===== src/rtl/bscan_pkg.sv =====
package bscan_pkg;

  localparam int IR_LEN = 3;

  typedef enum logic [3:0] {
    S_TLR      = 4'h0,
    S_RTI      = 4'h1,
    S_SEL_DR   = 4'h2,
    S_CAP_DR   = 4'h3,
    S_SH_DR    = 4'h4,
    S_EX1_DR   = 4'h5,
    S_PAUSE_DR = 4'h6,
    S_EX2_DR   = 4'h7,
    S_UPD_DR   = 4'h8,
    S_SEL_IR   = 4'h9,
    S_CAP_IR   = 4'hA,
    S_SH_IR    = 4'hB,
    S_EX1_IR   = 4'hC,
    S_PAUSE_IR = 4'hD,
    S_EX2_IR   = 4'hE,
    S_UPD_IR   = 4'hF
  } tap_state_e;

  typedef enum logic [1:0] {
    PATH_BYP = 2'd0,
    PATH_ID  = 2'd1,
    PATH_BSR = 2'd2
  } dr_path_e;

  localparam logic [IR_LEN-1:0] OP_EXTEST  = 3'b000;
  localparam logic [IR_LEN-1:0] OP_IDCODE  = 3'b001;
  localparam logic [IR_LEN-1:0] OP_SAMPLEZ = 3'b010;
  localparam logic [IR_LEN-1:0] OP_SAMPLE  = 3'b100;
  localparam logic [IR_LEN-1:0] OP_BYPASS  = 3'b111;
  localparam logic [IR_LEN-1:0] IR_CAPTURE = 3'b001;

endpackage


===== src/rtl/bscan_fsm.sv =====
module bscan_fsm
  import bscan_pkg::*;
(
  input  logic       tck,
  input  logic       rst_n,
  input  logic       tms,
  output tap_state_e state
);

  tap_state_e state_nx;

  always_comb begin
    state_nx = state;
    unique case (state)
      S_TLR:      state_nx = tms ? S_TLR     : S_RTI;
      S_RTI:      state_nx = tms ? S_SEL_DR  : S_RTI;
      S_SEL_DR:   state_nx = tms ? S_SEL_IR  : S_CAP_DR;
      S_CAP_DR:   state_nx = tms ? S_EX1_DR  : S_SH_DR;
      S_SH_DR:    state_nx = tms ? S_EX1_DR  : S_SH_DR;
      S_EX1_DR:   state_nx = tms ? S_UPD_DR  : S_PAUSE_DR;
      S_PAUSE_DR: state_nx = tms ? S_EX2_DR  : S_PAUSE_DR;
      S_EX2_DR:   state_nx = tms ? S_UPD_DR  : S_SH_DR;
      S_UPD_DR:   state_nx = tms ? S_SEL_DR  : S_RTI;
      S_SEL_IR:   state_nx = tms ? S_TLR     : S_CAP_IR;
      S_CAP_IR:   state_nx = tms ? S_EX1_IR  : S_SH_IR;
      S_SH_IR:    state_nx = tms ? S_EX1_IR  : S_SH_IR;
      S_EX1_IR:   state_nx = tms ? S_UPD_IR  : S_PAUSE_IR;
      S_PAUSE_IR: state_nx = tms ? S_EX2_IR  : S_PAUSE_IR;
      S_EX2_IR:   state_nx = tms ? S_UPD_IR  : S_SH_IR;
      S_UPD_IR:   state_nx = tms ? S_SEL_DR  : S_RTI;
      default:    state_nx = S_TLR;
    endcase
  end

  always_ff @(posedge tck or negedge rst_n) begin
    if (!rst_n) state <= S_TLR;
    else        state <= state_nx;
  end

  // Run length of high tms, saturating at five; used by the R3 check only.
  logic [2:0] tms_run;
  always_ff @(posedge tck or negedge rst_n) begin
    if (!rst_n)              tms_run <= 3'd0;
    else if (!tms)           tms_run <= 3'd0;
    else if (tms_run != 3'd5) tms_run <= tms_run + 3'd1;
  end

  // five high tms edges always end in Test-Logic-Reset
  p_tms_reset_r3: assert property (@(posedge tck) disable iff (!rst_n)
    (tms_run == 3'd5) |-> (state == S_TLR));

endmodule


===== src/rtl/bscan_ir.sv =====
module bscan_ir
  import bscan_pkg::*;
(
  input  logic              tck,
  input  logic              rst_n,
  input  tap_state_e        state,
  input  logic              tdi,
  output logic              ir_lsb,
  output logic [IR_LEN-1:0] instr,
  output dr_path_e          path,
  output logic              op_extest,
  output logic              op_samplez
);

  logic [IR_LEN-1:0] ir_sh, ir_sh_nx;
  logic              cap_en, sh_en, upd_en, rst_en;

  assign cap_en = (state == S_CAP_IR);
  assign sh_en  = (state == S_SH_IR);
  assign upd_en = (state == S_UPD_IR);
  assign rst_en = (state == S_TLR);

  always_comb begin
    ir_sh_nx = ir_sh;
    if (cap_en)     ir_sh_nx = IR_CAPTURE;
    else if (sh_en) ir_sh_nx = {tdi, ir_sh[IR_LEN-1:1]};
  end

  always_ff @(posedge tck or negedge rst_n) begin
    if (!rst_n) ir_sh <= IR_CAPTURE;
    else        ir_sh <= ir_sh_nx;
  end

  assign ir_lsb = ir_sh[0];

  // Active instruction moves on the falling edge, in Update-IR or reset state.
  always_ff @(negedge tck or negedge rst_n) begin
    if (!rst_n)      instr <= OP_IDCODE;
    else if (rst_en) instr <= OP_IDCODE;
    else if (upd_en) instr <= ir_sh;
  end

  always_comb begin
    path       = PATH_BYP;
    op_extest  = 1'b0;
    op_samplez = 1'b0;
    unique case (instr)
      OP_EXTEST:  begin path = PATH_BSR; op_extest = 1'b1; end
      OP_IDCODE:  path = PATH_ID;
      OP_SAMPLEZ: begin path = PATH_BSR; op_samplez = 1'b1; end
      OP_SAMPLE:  path = PATH_BSR;
      default:    path = PATH_BYP;
    endcase
  end

  // capture pattern
  p_ir_capture_r5: assert property (@(posedge tck) disable iff (!rst_n)
    (state == S_CAP_IR) |=> (ir_sh[1:0] == 2'b01));

  // instruction only moves during Update-IR or Test-Logic-Reset
  p_instr_hold_r6: assert property (@(posedge tck) disable iff (!rst_n)
    ((state != S_UPD_IR) && (state != S_TLR)) |-> $stable(instr));

endmodule


===== src/rtl/bscan_dr.sv =====
module bscan_dr
  import bscan_pkg::*;
#(
  parameter int          BSR_LEN = 109,
  parameter logic [31:0] ID_CODE = 32'h1E5A_C0B3
) (
  input  logic               tck,
  input  logic               rst_n,
  input  tap_state_e         state,
  input  dr_path_e           path,
  input  logic               tdi,
  input  logic [BSR_LEN-1:0] pin_in,
  output logic               dr_lsb,
  output logic [BSR_LEN-1:0] ring_upd
);

  localparam int ID_LEN = 32;

  logic               byp_q, byp_nx;
  logic [ID_LEN-1:0]  id_q, id_nx;
  logic [BSR_LEN-1:0] bsr_q, bsr_nx;
  logic               cap_en, sh_en, upd_en;
  logic               sel_byp, sel_id, sel_bsr;

  assign cap_en  = (state == S_CAP_DR);
  assign sh_en   = (state == S_SH_DR);
  assign upd_en  = (state == S_UPD_DR);
  assign sel_byp = (path == PATH_BYP);
  assign sel_id  = (path == PATH_ID);
  assign sel_bsr = (path == PATH_BSR);

  always_comb begin
    byp_nx = byp_q;
    id_nx  = id_q;
    bsr_nx = bsr_q;
    if (sel_byp) begin
      if (cap_en)     byp_nx = 1'b0;
      else if (sh_en) byp_nx = tdi;
    end
    if (sel_id) begin
      if (cap_en)     id_nx = ID_CODE;
      else if (sh_en) id_nx = {tdi, id_q[ID_LEN-1:1]};
    end
    if (sel_bsr) begin
      if (cap_en)     bsr_nx = pin_in;
      else if (sh_en) bsr_nx = {tdi, bsr_q[BSR_LEN-1:1]};
    end
  end

  always_ff @(posedge tck or negedge rst_n) begin
    if (!rst_n) begin
      byp_q <= 1'b0;
      id_q  <= '0;
      bsr_q <= '0;
    end else begin
      byp_q <= byp_nx;
      id_q  <= id_nx;
      bsr_q <= bsr_nx;
    end
  end

  always_ff @(negedge tck or negedge rst_n) begin
    if (!rst_n)                 ring_upd <= '0;
    else if (upd_en && sel_bsr) ring_upd <= bsr_q;
  end

  always_comb begin
    unique case (path)
      PATH_ID:  dr_lsb = id_q[0];
      PATH_BSR: dr_lsb = bsr_q[0];
      default:  dr_lsb = byp_q;
    endcase
  end

  // bypass captures zero
  p_bypass_zero_r8: assert property (@(posedge tck) disable iff (!rst_n)
    ((state == S_CAP_DR) && sel_byp) |=> (byp_q == 1'b0));

  // update latch only moves in Update-DR
  p_ring_hold_r11: assert property (@(posedge tck) disable iff (!rst_n)
    (state != S_UPD_DR) |-> $stable(ring_upd));

endmodule


===== src/rtl/bscan_tap.sv =====
module bscan_tap
  import bscan_pkg::*;
#(
  parameter int          BSR_LEN = 109,
  parameter logic [31:0] ID_CODE = 32'h1E5A_C0B3
) (
  input  logic               tck,
  input  logic               por_n,
  input  logic               tms,
  input  logic               tdi,
  output logic               tdo,
  output logic               tdo_oe,
  input  logic [BSR_LEN-1:0] pin_in,
  output logic [BSR_LEN-1:0] ring_upd,
  output logic               ring_oe,
  output logic               ring_extest
);

  // Reset asserts at once, releases on a rising tck edge.
  logic [1:0] rst_sync;
  logic       rst_n;
  always_ff @(posedge tck or negedge por_n) begin
    if (!por_n) rst_sync <= 2'b00;
    else        rst_sync <= {rst_sync[0], 1'b1};
  end
  assign rst_n = rst_sync[1];

  tap_state_e        state;
  logic              ir_lsb, dr_lsb;
  logic [IR_LEN-1:0] instr;
  dr_path_e          path;
  logic              op_extest, op_samplez;

  bscan_fsm u_fsm (
    .tck   (tck),
    .rst_n (rst_n),
    .tms   (tms),
    .state (state)
  );

  bscan_ir u_ir (
    .tck        (tck),
    .rst_n      (rst_n),
    .state      (state),
    .tdi        (tdi),
    .ir_lsb     (ir_lsb),
    .instr      (instr),
    .path       (path),
    .op_extest  (op_extest),
    .op_samplez (op_samplez)
  );

  bscan_dr #(.BSR_LEN(BSR_LEN), .ID_CODE(ID_CODE)) u_dr (
    .tck      (tck),
    .rst_n    (rst_n),
    .state    (state),
    .path     (path),
    .tdi      (tdi),
    .pin_in   (pin_in),
    .dr_lsb   (dr_lsb),
    .ring_upd (ring_upd)
  );

  logic tdo_nx, tdo_oe_nx;
  always_comb begin
    tdo_oe_nx = (state == S_SH_IR) || (state == S_SH_DR);
    tdo_nx    = (state == S_SH_IR) ? ir_lsb : dr_lsb;
  end

  always_ff @(negedge tck or negedge rst_n) begin
    if (!rst_n) begin
      tdo    <= 1'b0;
      tdo_oe <= 1'b0;
    end else begin
      tdo    <= tdo_nx;
      tdo_oe <= tdo_oe_nx;
    end
  end

  assign ring_oe     = !op_samplez;
  assign ring_extest = op_extest;

  // output enabled only in a shift state
  p_tdo_en_r2: assert property (@(posedge tck) disable iff (!rst_n)
    tdo_oe |-> ((state == S_SH_IR) || (state == S_SH_DR)));

endmodule


===== config.mk =====
export PLATFORM = sky130hd
export DESIGN_NAME = bscan_tap
export DESIGN_NICKNAME = d
export VERILOG_FILES = /design/src/rtl/bscan_pkg.sv /design/src/rtl/bscan_fsm.sv /design/src/rtl/bscan_ir.sv /design/src/rtl/bscan_dr.sv /design/src/rtl/bscan_tap.sv
export SDC_FILE = /design/constraint.sdc
export NUM_CORES = 1
export LEC_CHECK = 0
export BUFFER_PORTS_ARGS = -buffer_cell sky130_fd_sc_hd__buf_2
export CORE_UTILIZATION = 55
export DETAILED_ROUTE_END_ITERATION = 12
export PLACE_DENSITY = 0.8
export SYNTH_ARGS = -nofsm -noshare
export SYNTH_HDL_FRONTEND = slang
export SYNTH_SLANG_ARGS = --single-unit

===== constraint.sdc =====
create_clock -name tck -period 24.8 [get_ports tck]
set_input_delay 4.96 -clock tck [delete_from_list [all_inputs] [get_ports tck]]
set_output_delay 4.96 -clock tck [all_outputs]
set_load 0.02 [all_outputs]

==> results.json, run 1 <==
{
  "dieArea_um2": 21800,
  "synthAdderAreaFrac_pct": 0.322,
  "skew_ns": 0.0534,
  "status": "finished, final reports clean",
  "ios": 226,
  "clock_latency_ns": 0.57,
  "fin_tns_setup_ns": 0,
  "cts_tree": "built",
  "cpLargestDelayFamily": "flip-flops",
  "r2r_slack_ns": 9.80,
  "synthCells": 808,
  "hpwl_mm": 14.8,
  "track_usage_pct": 21.5,
  "cp.buffers_inverters": 2,
  "postCtsSetupRepairBufs": 0,
  "drv_slew": 0,
  "synth_top_family_by_area": "multiplexers",
  "yosysWarningCount": 0,
  "synth_flop_cell": "dfrtp_1",
  "r2r-start": "u_fsm.state[2]$_DFF_PN0_",
  "cts_hold_buf": 0,
  "initial_core_util_pct": 56.9,
  "crit_arrival_ns": 13.81,
  "port-buffer-count": 225,
  "p_leak_nw": 7.43,
  "synth_seq_cells": 265,
  "worst_pin_slew_ns": 0.932,
  "required_ns": 19.84,
  "worstRegToRegCells": 4,
  "cts_root_buf": "clkbuf_16",
  "grt_max_degree": 159,
  "antenna_found_initial": 4,
  "grt_setup_unrepaired": "false",
  "synth_seq_area_share_pct": 56.8,
  "yosysTopAreaCell": "mux2_2",
  "synth_top_cell_area_share_pct": 32.2,
  "fin_cells": 1314,
  "wl_mm": 22.9,
  "final_common_cell": "mux2_2",
  "firstDrtPassIters": 4,
  "drive_gt1_share_pct": 58.8,
  "place.gp.congestion": 0.750,
  "ir_worst_vdd_uv": 53.3,
  "dr.first_iter.drc_count": 202,
  "crit_type": "reg2out",
  "grt_pass1_vias": 7414,
  "r2r-end": "u_dr.ring_upd[89]$_DFFE_NN0P_",
  "die_w_um": 148,
  "die_h_um": 148,
  "dpl_cell_area_um2": 13000,
  "internal-power_mw": 0.813,
  "core_um2": 20500,
  "sw_frac_of_total_pct": 26.8,
  "drc": 0,
  "placedCellCount": 1260,
  "slew_headroom_pct": 37.5,
  "async_reset_ff_share_pct": 100,
  "hold_viol": 0,
  "synth-compound-area-share_pct": 1.51,
  "grt_remaining_overflow": 0,
  "muxShareOfSynthArea_pct": 34.7,
  "synth.cell_area_um2": 11700,
  "cts_buffer_depth": 3,
  "path_cells": "inv_1 -> nand3_1 -> buf_2",
  "slowest_delay_ns": 0.55,
  "nNetsFinal": 1136,
  "mostFrequentLayoutCells": "mux2_2 (334), buf_2 (225), dfrtp_1 (149), dfrtn_1 (113), clkbuf_16 (29)",
  "utilization_pct": 67.5,
  "critPathSlowestCell": "dfstp_2",
  "grt_pass1_wl_mm": 37.9,
  "power_density_nw_per_um2": 80.2,
  "combPwrFrac_pct": 18.8,
  "synthXorXnorAreaFrac_pct": 0,
  "p_sw_mw": 0.297,
  "synth-edff-count": 0,
  "cp.depth": 3,
  "cts_made_buffers": 28,
  "postCtsResizedCells": 0,
  "path_clk_slew_ns": 0.06,
  "syn_nets": 924,
  "power_frac_clock_pct": 35.3,
  "hold_class": "reg2async",
  "crit_path_end_kind": "output pin",
  "wl_per_cell_um": 17.5,
  "cts.sink_count": 265,
  "fillers": 1495,
  "holdWs_ns": 0.348,
  "path_max_fanout": 4,
  "vias": 7021,
  "finalSetupViolCount": 0,
  "syn_to_final_growth_pct": 18.5,
  "ys_types": 40,
  "via_per_inst": 5.34,
  "drv_cap": 0,
  "worstSetupStartpointType": "register",
  "htreeDepth": 1,
  "final_area_um2": 13800,
  "ys_top_cells_by_area": "mux2_2 (32%), dfrtp_1 (32%), dfrtn_1 (24%)",
  "power_frac_seq_pct": 45.9,
  "num_rows": 52,
  "ant_nets": 0,
  "syn_avg_cell_area_um2": 14.4,
  "synth-simple-area-share_pct": 3.23
}
synth_stat cells (all sizes together), types with 2 or more instances:
cell      n
clkbuf   14
nor3b     2
or3       2
o211ai    2
ha        3
nor2b     7
dfrtp   150
a21boi    2
nor3      2
mux2    345
and2      2
nand3b    2
buf      38
inv      23
nand2b    2
dfstp     2
o21ai     7
nor4b     2
nor2     20
mux2i    17
nand2    23
nand3     4
a21oi    10
o22ai     2
dfrtn   113
kinds of logic after synthesis:
family | count (synthesis)
other | 1
adders and majority gates | 3
buffers and inverters | 75
muxes | 362
DFF | 265
and+or+nand+nor | 74
AOI/OAI and AO/OA | 28
metrics by stage:
stage	worst slack, ns	power, mW
final	6.03	1.11
after global routing	5.95	1.17
after CTS	6.02	1.12
after detailed placement	6.62	0.727
after global placement	6.64	0.718
after floorplan	4.71	0.681
cell type report:
cell class / count / area, µm² / share of cell area [%]
Tap cell: 270 / 338 / 2.44
Sequential cell: 265 / 6640 / 48.0
Clock inverter: 5 / 28.8 / 0.208
Multi-Input combinational cell: 468 / 4690 / 33.9
Inverter: 22 / 82.6 / 0.597
Antenna cell: 2 / 5.00 / 0.0362
Clock buffer: 48 / 837 / 6.05
Timing Repair Buffer: 234 / 1210 / 8.72
power by group through the flow:
stage	Sequential [mW]	Clock, mW	Combinational (mW)
2_1_floorplan	0.503	0.000505	0.177
3_3_place_gp	0.514	0.000505	0.203
3_5_place_dp	0.516	0.000505	0.210
4_1_cts	0.509	0.401	0.211
5_1_grt	0.514	0.420	0.232
6_report	0.509	0.392	0.209
worst max-delay path by stage:
stage                                         start       endpoint  slack [ns]
after global placement    u_ir.instr[0]$_DFFE_NN1P_        ring_oe        6.64
after CTS                 u_ir.instr[0]$_DFFE_NN1P_        ring_oe        6.02
after floorplan               rst_sync[1]$_DFF_PN0_  tdo$_DFF_NN0_        4.71
after detailed placement  u_ir.instr[0]$_DFFE_NN1P_        ring_oe        6.62
final                     u_ir.instr[0]$_DFFE_NN1P_        ring_oe        6.03
after global routing      u_ir.instr[0]$_DFFE_NN1P_        ring_oe        5.95
state kept, by name (all words and copies together), names as in the netlist:
| register | flops |
|---|---|
| rst_sync | 2 |
| tdo | 1 |
| tdo_oe | 1 |
| u_dr.bsr_q | 109 |
| u_dr.byp_q | 1 |
| u_dr.id_q | 32 |
| u_dr.ring_upd | 109 |
| u_fsm.state | 4 |
| u_ir.instr | 3 |
| u_ir.ir_sh | 3 |
layer usage:
metal  up-vias  global-route usage (%)  routed length (µm)
met5         -                       0                  17
li1       3275                       -                   -
met2       166                    36.0               11200
met3        40                    5.22                1390
met4         2                    6.24                 493
met1      3538                    27.8                9800
(Power assumes the default switching activity.)
==> inputs of run 2 (changes only) <==
CORE_UTILIZATION = 50   (was 55)
PLACE_DENSITY = 0.77   (was 0.8)
clock period = 15.2 ns   (was 24.8 ns; I/O delays follow)
==> run 2 against run 1 <==
Clock-buffer cell count shrank 2. Die area grew 9.9%. Via count shrank 1.2%. Combinational power grew 62%. Global-route usage shrank 2.5 points. Sequential cell count is the same. Clock power grew 76%. Cell count grew 3.1%. Sequential share of layout area shrank 0.43 points. Largest cell class unchanged.
==> results.json, run 2 (synthesis gave the netlist of run 1 again) <==
{
  "antenna_found_initial": 0,
  "drv_cap": 0,
  "grt_pass1_vias": 7279,
  "cts_made_buffers": 29,
  "grt_remaining_overflow": 0,
  "seqCellArea_um2": 6640,
  "crit_type": "reg2out",
  "cts_hold_buf": 0,
  "slew_headroom_pct": 33.3,
  "hpwl_mm": 13.9,
  "r2r-start": "u_fsm.state[3]$_DFF_PN0_",
  "port-buffer-count": 225,
  "die_h_um": 155,
  "clock_latency_ns": 0.57,
  "dieArea_um2": 24000,
  "p_leak_nw": 7.47,
  "ir_worst_vdd_uv": 86.2,
  "dr.first_iter.drc_count": 275,
  "wl_mm": 22.0,
  "nNetsFinal": 1136,
  "power_density_nw_per_um2": 133,
  "initial_core_util_pct": 51.2,
  "postCtsResizedCells": 0,
  "startpoint": "u_ir.instr[0]$_DFFE_NN1P_",
  "drc": 0,
  "finalSetupViolCount": 0,
  "drive_gt1_share_pct": 59.4,
  "path_clk_slew_ns": 0.06,
  "required_ns": 12.16,
  "p_sw_mw": 0.489,
  "die_w_um": 155,
  "top_regs": "u_dr.bsr_q (109), u_dr.ring_upd (109), u_dr.id_q (32)",
  "syn_to_final_growth_pct": 19.6,
  "combPwrFrac_pct": 18.2,
  "antennaDiodeCount": 0,
  "ant_nets": 0,
  "mostFrequentLayoutCells": "mux2_2 (334), buf_2 (225), dfrtp_1 (149), dfrtn_1 (113), clkbuf_16 (29)",
  "multi_input_area_um2": 4690,
  "grt_pass1_wl_mm": 37.0,
  "sw_frac_of_total_pct": 26.3,
  "track_usage_pct": 18.9,
  "grt_max_degree": 162,
  "wl_per_cell_um": 16.2,
  "fin_tns_setup_ns": 0,
  "dpl_cell_area_um2": 13000,
  "place.gp.congestion": 0.740,
  "cts_buffer_depth": 3,
  "vias": 6935,
  "cts.sink_count": 265,
  "num_rows": 55,
  "postCtsSetupRepairBufs": 0,
  "firstDrtPassIters": 4,
  "crit_path_end_kind": "output pin",
  "status": "finished, final reports clean",
  "drv_slew": 0,
  "power_frac_seq_pct": 44.7,
  "hold_class": "reg2async",
  "ios": 226,
  "internal-power_mw": 1.37,
  "cts_tree": "built",
  "skew_ns": 0.0533,
  "final_common_cell": "mux2_2",
  "worst_pin_slew_ns": 1.00,
  "crit_arrival_ns": 9.02,
  "hold_viol": 0,
  "final_area_um2": 14000,
  "path_max_fanout": 4,
  "via_per_inst": 5.12,
  "power_frac_clock_pct": 37.0,
  "htreeDepth": 1,
  "worstSetupStartpointType": "register",
  "fillers": 1816,
  "grt_setup_unrepaired": "false",
  "cts_root_buf": "clkbuf_16",
  "core_um2": 22800,
  "r2r_slack_ns": 4.55
}
run 2: cell count changes in the layout (fill, tap and decap cells not counted):
cell / delta
clkbuf_1: -5
bufinv_16: +2
clkinv_2: +2
inv_8: -1
clkinvlp_4: +1
clkinv_1: -1
buf_4: -1
diode_2: -2
clkbuf_8: +3
run 2: worst paths after layout:
check / end / depth (start not counted)
worst max-delay path: ring_oe / 3
worst min-delay path: u_dr.bsr_q[75]$_DFFE_PN0P_ / 0
worst max register to register: u_dr.ring_upd[106]$_DFFE_NN0P_ / 4
worst min register to register: u_dr.bsr_q[75]$_DFFE_PN0P_ / 0
max in group asynchronous: u_ir.instr[2]$_DFFE_NN0P_ / 1
min in group tck: rst_sync[1]$_DFF_PN0_ / 0
run 2: metrics by stage:
stage	hold WS, ns	instances	utilization [%]	total power, mW	setup slack (ns)
detailed placement	0.338	1302	57.1	1.19	3.72
floorplan	0.331	808	-	1.11	3.42
finish	0.334	1355	61.3	1.86	3.14
CTS	0.352	1355	61.3	1.89	3.12
global route	0.380	1355	61.3	1.96	3.08
global placement	0.339	1302	57.1	1.17	3.74
run 2: power groups by stage:
stage | sequential [mW] | combinational, mW | clock, mW
finish | 0.833 | 0.339 | 0.690
floorplan | 0.821 | 0.288 | 0.000823
global route | 0.843 | 0.379 | 0.737
CTS | 0.832 | 0.346 | 0.709
global placement | 0.839 | 0.332 | 0.000823
detailed placement | 0.844 | 0.344 | 0.000823
run 2: critical path, stage by stage, from the launching register on:
cell and delay [ns]:
dfstp_2 0.55, inv_1 0.06, nand3_1 0.06, buf_2 0.17
run 2: routing by layer:
| metal | vias to the layer above | wire length, µm | global-route usage [%] |
|---|---|---|---|
| met5 | - | 0 | 0 |
| met1 | 3465 | 10100 | 25.7 |
| met3 | 37 | 1470 | 5.44 |
| met4 | 0 | 411 | 4.53 |
| li1 | 3262 | - | - |
| met2 | 171 | 10000 | 30.1 |
run 2: cell type report:
type | instances | area share, %
timing repair buffer | 233 | 8.59
inverter | 22 | 0.592
clock inverter | 8 | 0.655
sequential | 265 | 47.6
clock buffer | 46 | 6.16
multi-input combinational | 468 | 33.6
tap | 313 | 2.81
==> inputs of run 3 (changes only) <==
clock period = 10.9 ns   (was 15.2 ns; I/O delays follow)
==> run 3 against run 2 <==
Via count about the same. Critical path depth stayed put. First-iteration DRC count up 6.9%. Critical path type unchanged. Largest power group unchanged.
==> results.json, run 3 (synthesis gave the netlist of run 1 again) <==
{
  "clock_latency_ns": 0.59,
  "hold_class": "reg2async",
  "grt_setup_unrepaired": "false",
  "grt_pass1_vias": 7299,
  "hpwl_mm": 13.7,
  "wl_per_cell_um": 16.2,
  "cts.sink_count": 265,
  "core_um2": 22800,
  "total_power_mw": 2.61,
  "status": "finished, final reports clean",
  "hold_viol": 0,
  "firstDrtPassIters": 4,
  "drc": 0,
  "critPathSlowestCell": "dfstp_2",
  "ant_nets": 0,
  "grt_remaining_overflow": 0,
  "postCtsResizedCells": 0,
  "finalSetupViolCount": 0,
  "crit_path_end_kind": "output pin",
  "wl_mm": 22.0,
  "cts_made_buffers": 29,
  "cts_root_buf": "clkbuf_16",
  "track_usage_pct": 18.9,
  "syn_to_final_growth_pct": 19.8,
  "p_leak_nw": 7.49,
  "required_ns": 8.72,
  "initial_core_util_pct": 51.2,
  "path_cells": "inv_1 -> nand3_1 -> buf_2",
  "ios": 226,
  "path_clk_slew_ns": 0.06,
  "cts_hold_buf": 0,
  "nNetsFinal": 1137,
  "slew_headroom_pct": 34.2,
  "top_regs": "u_dr.bsr_q (109), u_dr.ring_upd (109), u_dr.id_q (32)",
  "grt_pass1_wl_mm": 37.1,
  "port-buffer-count": 225,
  "final_common_cell": "mux2_2",
  "crit_arrival_ns": 6.89,
  "crit_type": "reg2out",
  "power_density_nw_per_um2": 186,
  "ir_worst_vdd_uv": 128,
  "die_w_um": 155,
  "place.gp.congestion": 0.734,
  "die_h_um": 155,
  "mostFrequentLayoutCells": "mux2_2 (334), buf_2 (225), dfrtp_1 (149), dfrtn_1 (113), clkbuf_16 (30)",
  "vias": 6941,
  "worst_pin_slew_ns": 0.986,
  "drv_cap": 0,
  "postCtsSetupRepairBufs": 0,
  "fin_tns_setup_ns": 0,
  "htreeDepth": 1,
  "fillers": 1782,
  "num_rows": 55,
  "antennaDiodeCount": 0,
  "antenna_found_initial": 2,
  "cts_tree": "built",
  "dr.first_iter.drc_count": 294,
  "dieArea_um2": 24000,
  "grt_max_degree": 172,
  "via_per_inst": 5.11,
  "drv_slew": 0,
  "skew_ns": 0.0662,
  "worstSetupStartpointType": "register",
  "cts_buffer_depth": 3,
  "slowest_delay_ns": 0.55,
  "path_max_fanout": 4,
  "drive_gt1_share_pct": 59.6
}
[run 3: cell types whose count changed in the layout (fill, tap and decap cells not counted)]
cell	change
clkbuf_8	+2
clkbuf_1	-1
clkinv_2	-1
inv_6	+1
clkbuf_16	+1
buf_4	+1
bufinv_16	-1
[run 3: path summary, 6_finish.rpt]
check	depth (start not counted)	slack, ns	from	endpoint
max	3	1.83	u_ir.instr[0]$_DFFE_NN1P_	ring_oe
min	0	0.25	rst_sync[1]$_DFF_PN0_	u_dr.id_q[18]$_DFFE_PN0P_
max reg2reg	4	2.62	u_fsm.state[3]$_DFF_PN0_	u_dr.ring_upd[76]$_DFFE_NN0P_
min reg2reg	0	0.25	rst_sync[1]$_DFF_PN0_	u_dr.id_q[18]$_DFFE_PN0P_
max in group asynchronous	1	3.99	rst_sync[1]$_DFF_PN0_	u_dr.ring_upd[10]$_DFFE_NN0P_
min in group tck	0	0.35	rst_sync[0]$_DFF_PN0_	rst_sync[1]$_DFF_PN0_
[run 3: stage by stage]
stage          std cells  utilization (%)  cell area [µm²]  hold slack (ns)  setup slack [ns]
3_3_place_gp        1303             57.1            13000            0.261              2.45
4_1_cts             1357             61.4            14000            0.268              1.82
6_report            1357             61.4            14000            0.253              1.83
5_1_grt             1357             61.4            14000            0.286              1.76
2_1_floorplan        808                -            11700            0.331              1.27
3_5_place_dp        1303             57.1            13000            0.263              2.43
[run 3: layer usage]
layer / vias up / track usage (%) / wire length (µm)
li1: 3278 / - / -
met1: 3445 / 25.7 / 10100
met2: 172 / 30.1 / 9990
met3: 40 / 5.24 / 1480
met4: 6 / 4.71 / 408
met5: - / 0 / 38
[run 3: critical path, delay by kind of cell (launching register included)]
family | cells | cell delay [ns]
simple gates | 1 | 0.06
flops | 1 | 0.55
buf+inv | 2 | 0.24
[run 3: layout make-up]
type	count	area (µm²)	area share [%]
repair buffers	234	1210	8.63
inverters	22	82.6	0.591
flip-flops and latches	265	6640	47.5
multi-input cells	468	4690	33.6
clock inverters	7	65.1	0.465
well taps	313	392	2.80
clock buffers	48	908	6.50
[run 3: where the power goes]
part	total (mW)	switching (mW)	internal (mW)	leakage [nW]
combinational	0.473	0.222	0.251	3.40
sequential	1.16	0.0777	1.08	3.60
clock	0.976	0.386	0.590	0.481
